[config.mk]
export PLATFORM = sky130hd
export DESIGN_NAME = modem_status_tracker
export DESIGN_NICKNAME = d
export VERILOG_FILES = /design/src/rtl/mst_pkg.sv /design/src/rtl/mst_sync.sv /design/src/rtl/mst_loop_mux.sv /design/src/rtl/mst_flag_track.sv /design/src/rtl/modem_status_tracker.sv
export SDC_FILE = /design/constraint.sdc
export NUM_CORES = 1
export LEC_CHECK = 0
export CELL_PAD_IN_SITES_DETAIL_PLACEMENT = 1
export CELL_PAD_IN_SITES_GLOBAL_PLACEMENT = 1
export CORE_AREA = 2 2 39 41
export CTS_BUF_LIST = sky130_fd_sc_hd__clkbuf_4 sky130_fd_sc_hd__clkbuf_8
export CTS_CLUSTER_SIZE = 24
export DETAILED_ROUTE_END_ITERATION = 7
export DIE_AREA = 0 0 41 43
export DONT_BUFFER_PORTS = 1
export HOLD_SLACK_MARGIN = 0.08
export PLACE_DENSITY_LB_ADDON = 0.1
export SLEW_MARGIN = 20
export SYNTH_ARGS = -nofsm -noshare
export SYNTH_HDL_FRONTEND = slang
export SYNTH_SLANG_ARGS = --single-unit
[constraint.sdc]
create_clock -name clk -period 1.5 [get_ports clk]
set_clock_uncertainty 0.2 [all_clocks]
set_input_delay 0.15 -clock clk [delete_from_list [all_inputs] [get_ports clk]]
set_output_delay 0.15 -clock clk [all_outputs]
set_load 0.05 [all_outputs]
[src/rtl/mst_pkg.sv]
package mst_pkg;

    localparam int LINE_CNT = 4;
    localparam int IDX_CTS  = 0;
    localparam int IDX_DSR  = 1;
    localparam int IDX_RI   = 2;
    localparam int IDX_DCD  = 3;

    // asserted-form line levels, packed in status-byte order
    typedef struct packed {
        logic dcd;
        logic ri;
        logic dsr;
        logic cts;
    } mdm_lines_t;

    typedef enum logic {
        EDGE_ANY   = 1'b0,
        EDGE_TRAIL = 1'b1
    } edge_kind_e;

    function automatic edge_kind_e kind_of(input int idx);
        return (idx == IDX_RI) ? EDGE_TRAIL : EDGE_ANY;
    endfunction

    // prev/now are asserted levels; a trailing edge is asserted -> released
    function automatic logic edge_hit(input edge_kind_e k, input logic prev, input logic now);
        logic hit;
        case (k)
            EDGE_TRAIL: hit = prev & ~now;
            default:    hit = prev ^ now;
        endcase
        return hit;
    endfunction

    function automatic mdm_lines_t loop_source(input logic rts, input logic dtr);
        mdm_lines_t v;
        v.cts = rts;
        v.dsr = dtr;
        v.ri  = 1'b0;
        v.dcd = 1'b0;
        return v;
    endfunction

endpackage

[src/rtl/mst_sync.sv]
module mst_sync #(
    parameter int               WIDTH   = 4,
    parameter int               STAGES  = 2,
    parameter logic [WIDTH-1:0] RST_VAL = '1
) (
    input  logic             clk,
    input  logic             rst,
    input  logic [WIDTH-1:0] d,
    output logic [WIDTH-1:0] q
);

    logic [WIDTH-1:0] stg [STAGES];

    generate
        for (genvar s = 0; s < STAGES; s++) begin : g_stage
            if (s == 0) begin : g_first
                always_ff @(posedge clk) begin
                    if (rst) stg[s] <= RST_VAL;
                    else     stg[s] <= d;
                end
            end else begin : g_next
                always_ff @(posedge clk) begin
                    if (rst) stg[s] <= RST_VAL;
                    else     stg[s] <= stg[s-1];
                end
            end
        end
    endgenerate

    assign q = stg[STAGES-1];

endmodule

[src/rtl/mst_loop_mux.sv]
module mst_loop_mux
    import mst_pkg::*;
#(
    parameter int LINES = LINE_CNT
) (
    input  logic             loop_en,
    input  logic             rts_ctl,
    input  logic             dtr_ctl,
    input  logic [LINES-1:0] ext_lvl,
    output logic [LINES-1:0] src_lvl
);

    mdm_lines_t ext_s;
    mdm_lines_t loop_s;
    mdm_lines_t pick_s;

    always_comb begin
        ext_s  = mdm_lines_t'(ext_lvl);
        loop_s = loop_source(rts_ctl, dtr_ctl);
        pick_s = loop_en ? loop_s : ext_s;
        src_lvl = pick_s;
    end

endmodule

[src/rtl/mst_flag_track.sv]
module mst_flag_track
    import mst_pkg::*;
#(
    parameter int LINES = LINE_CNT
) (
    input  logic             clk,
    input  logic             rst,
    input  logic             rd_stb,
    input  logic [LINES-1:0] src_lvl,
    output logic [LINES-1:0] lvl_q,
    output logic [LINES-1:0] flag_q
);

    logic [LINES-1:0] hit;

    generate
        for (genvar i = 0; i < LINES; i++) begin : g_line
            localparam edge_kind_e KIND = kind_of(i);

            always_comb hit[i] = edge_hit(KIND, lvl_q[i], src_lvl[i]);

            always_ff @(posedge clk) begin
                if (rst) begin
                    lvl_q[i]  <= 1'b0;
                    flag_q[i] <= 1'b0;
                end else begin
                    lvl_q[i]  <= src_lvl[i];
                    flag_q[i] <= (flag_q[i] & ~rd_stb) | hit[i];
                end
            end
        end
    endgenerate

    AST_FLAG_STICKY: assert property (@(posedge clk) disable iff (rst)
        !rd_stb |=> ((flag_q & $past(flag_q)) == $past(flag_q)));

    AST_READ_CLEARS: assert property (@(posedge clk) disable iff (rst)
        (rd_stb && (src_lvl == lvl_q)) |=> (flag_q == '0));

    AST_READ_RACE_KEEPS: assert property (@(posedge clk) disable iff (rst)
        (rd_stb && (src_lvl[IDX_CTS] != lvl_q[IDX_CTS])) |=> flag_q[IDX_CTS]);

    AST_RI_TRAIL_ONLY: assert property (@(posedge clk) disable iff (rst)
        $rose(flag_q[IDX_RI]) |-> $fell(lvl_q[IDX_RI]));

endmodule

[src/rtl/modem_status_tracker.sv]
module modem_status_tracker
    import mst_pkg::*;
#(
    parameter int SYNC_STAGES = 2
) (
    input  logic       clk,
    input  logic       rst,
    input  logic       cts_n,
    input  logic       dsr_n,
    input  logic       ri_n,
    input  logic       dcd_n,
    input  logic       rd_stb,
    input  logic       loop_en,
    input  logic       dtr_ctl,
    input  logic       rts_ctl,
    output logic [7:0] msr,
    output logic       chg_pend
);

    localparam int LINES = LINE_CNT;

    logic [LINES-1:0] pin_raw;
    logic [LINES-1:0] pin_sync;
    logic [LINES-1:0] ext_lvl;
    logic [LINES-1:0] src_lvl;
    logic [LINES-1:0] lvl_q;
    logic [LINES-1:0] flag_q;

    assign pin_raw = {dcd_n, ri_n, dsr_n, cts_n};

    mst_sync #(
        .WIDTH  (LINES),
        .STAGES (SYNC_STAGES),
        .RST_VAL({LINES{1'b1}})
    ) u_sync (
        .clk(clk),
        .rst(rst),
        .d  (pin_raw),
        .q  (pin_sync)
    );

    assign ext_lvl = ~pin_sync;

    mst_loop_mux #(.LINES(LINES)) u_mux (
        .loop_en(loop_en),
        .rts_ctl(rts_ctl),
        .dtr_ctl(dtr_ctl),
        .ext_lvl(ext_lvl),
        .src_lvl(src_lvl)
    );

    mst_flag_track #(.LINES(LINES)) u_track (
        .clk    (clk),
        .rst    (rst),
        .rd_stb (rd_stb),
        .src_lvl(src_lvl),
        .lvl_q  (lvl_q),
        .flag_q (flag_q)
    );

    assign msr      = {lvl_q, flag_q};
    assign chg_pend = |flag_q;

    AST_LOOP_QUIET: assert property (@(posedge clk) disable iff (rst)
        (loop_en && $past(loop_en)) |-> (!msr[7] && !msr[6]));

    AST_LOOP_CTS: assert property (@(posedge clk) disable iff (rst)
        loop_en |=> (msr[4] == $past(rts_ctl)));

endmodule

==> impl_metrics.json <==
{
  "endpoint_kind": "primary output",
  "overflow": 0,
  "cp.required_ps": 1150,
  "layout.nets": 83,
  "gr-usage-all-layers_pct": 15.03,
  "mostFrequentLayoutCells": "14 x dfxtp_1, 9 x buf_4, 8 x or2_2, 8 x dlygate4sd3_1, 6 x nor2b_1",
  "fp.dieW_um": 41,
  "r2r_setup_slack_ps": 230,
  "ys_seq_elements": 16,
  "irDropWorstVdd_mv": 0.6507,
  "status": "finished with violations",
  "path_clk_slew_ps": 90,
  "dieArea_um2": 1763,
  "cts_tree": "built",
  "hold_ws_ps": 111.7,
  "ys_warn_count": 0,
  "power_density_nw_per_um2": 1166,
  "setup_tns_ps": -98.56,
  "final_common_cell": "dfxtp_1",
  "crit_path_max_incr_delay_ps": 640,
  "worstPathBufferInverterCount": 0,
  "place.gp.congestion": 0.6102,
  "clk_latency_ps": 280,
  "drive_gt1_share_pct": 34.72,
  "io_buffers": 0,
  "ios": 19,
  "worst_slew_pin_slew_ps": 493.8,
  "period_share_pct": 106.6,
  "failed_checks": "negative setup slack",
  "hold_path_class": "in2reg",
  "crit_chain": "or4_4",
  "diodes": 0,
  "startpoint_type": "flop",
  "grt_pass1_wl_um": 1718,
  "cp_slowest_cell": "or4_4",
  "startpoint": "u_track.flag_q[0]$_SDFF_PP0_",
  "crit_fanout": 2,
  "drt-total-wl_um": 1109,
  "coreArea_um2": 1384,
  "seq_area_um2": 322.8,
  "timing.slew.headroom_pct": 66.97,
  "postRouteAntennaNets": 0,
  "synth.yosys.seq_area_share_pct": 60.52,
  "slew_viol_final": 0,
  "drc": 0,
  "cts_buffers": 3,
  "yosys.area.top_type": "dfxtp_1",
  "clock_path_buffers": 2,
  "synth_cell_types": 14,
  "num_rows": 14,
  "fin_ws_ps": -98.56,
  "dp_cells": 74,
  "min_from": "loop_en",
  "rsz0062_at_grt": "true",
  "die_y_um": 43,
  "grt_pass1_vias": 421,
  "finalHoldViolCount": 0,
  "drv_cap": 0,
  "area_growth_pct": 42.55,
  "syn_inst": 51,
  "post_drt_wl_per_cell_um": 12.60,
  "grt_max_degree": 17,
  "multi_input_area_um2": 215.2,
  "root_buffer": "clkbuf_4",
  "yosys-top-cells-area": "dfxtp_1 61%, or2_2 9.5%, nor2b_1 7.1%, nor2_1 3.5%, nor4b_1 3.3%",
  "synthesis.nets": 61,
  "reg2reg_from": "u_track.flag_q[0]$_SDFF_PP0_",
  "fillers": 161,
  "setup_viol": 1,
  "htreeDepth": 1,
  "cp_top_family": "simple AND/OR/NAND/NOR gates",
  "stdcell_count": 88,
  "cellLeakagePower_nw": 0.3094,
  "first_pass_iters": 4,
  "arrival_ps": 1250,
  "antenna_found_initial": 0,
  "critical_path_class": "reg2out",
  "drt_iter0_drc": 2,
  "min_period_ps": 1599,
  "num_vias": 430,
  "synth.cell_area_um2": 529.3,
  "vias_per_cell": 4.886,
  "place_ws_ps": 213.0,
  "synth_top_area_share_pct": 60.52,
  "start_util_pct": 38.25,
  "fmax_mhz": 625.6,
  "clkSinkCount": 16,
  "post_synth.cell_area_avg_um2": 10.38
}
repair_timing:
action	CTS	global route
gates resized for setup	1	2
setup buffers	0	1
gates cloned	0	0
hold buffers	9	0
endpoints found under the hold margin	16	0
setup endpoints to repair	1	3
pin swaps	0	1
sequential cells by signal (all words and copies together), names as in the netlist:
name,cells
u_track.lvl_q,4
u_track.flag_q,4
u_sync.stg,8
where the power goes:
part	leakage, nW	switching (mW)	internal (mW)
Sequential	0.133	0.00893	0.446
Clock	0.0210	0.131	0.147
Combinational	0.156	0.0865	0.0592
Total	0.309	0.227	0.653
synthesized netlist by cell type (all sizes together):
cell type and instances:
dfxtp 16, or2 10, nor2b 6, nor2 5, a211oi 2, a21oi 2
nand2b 2, nor3 2, nor4b 2, clkbuf 1, o21ai 1, or4 1
xnor2 1
layout make-up:
class,count,share of cell area (%)
flip-flops and latches,16,42.79
multi-input cells,34,28.52
repair buffers,18,21.23
clock buffers,4,4.809
well taps,16,2.653
final timing paths:
path | to | cells after the start
worst max-delay path | chg_pend | 1
worst min-delay path | u_track.lvl_q[2]$_SDFF_PP0_ | 2
worst max register to register | u_track.flag_q[0]$_SDFF_PP0_ | 4
worst min register to register | u_sync.stg[1][1]$_SDFF_PP1_ | 1
cell families after synthesis:
family / share of synthesized area (%)
DFF: 60.52
buffers and inverters: 0.7085
AOI/OAI and AO/OA: 5.672
and+or+nand+nor: 31.44
xor gates and xnor gates: 1.655
stage by stage:
stage	total power, mW	utilization (%)	instance area, um2
floorplan	0.5557	-	534.3
global placement	0.5734	44.12	610.6
detailed placement	0.5785	44.12	610.6
CTS	0.8785	53.35	738.2
global route	0.9227	54.52	754.5
finish	0.8796	54.52	754.5
routing by layer:
metal  GRT usage (%)  vias up  routed length (um)
met5               0        -                   0
met4           8.000        0                  11
met3           5.236        2                  64
met2           26.88       13                 606
met1           13.33      203                 427
li1                -      212                   -
(Power assumes the default switching activity.)
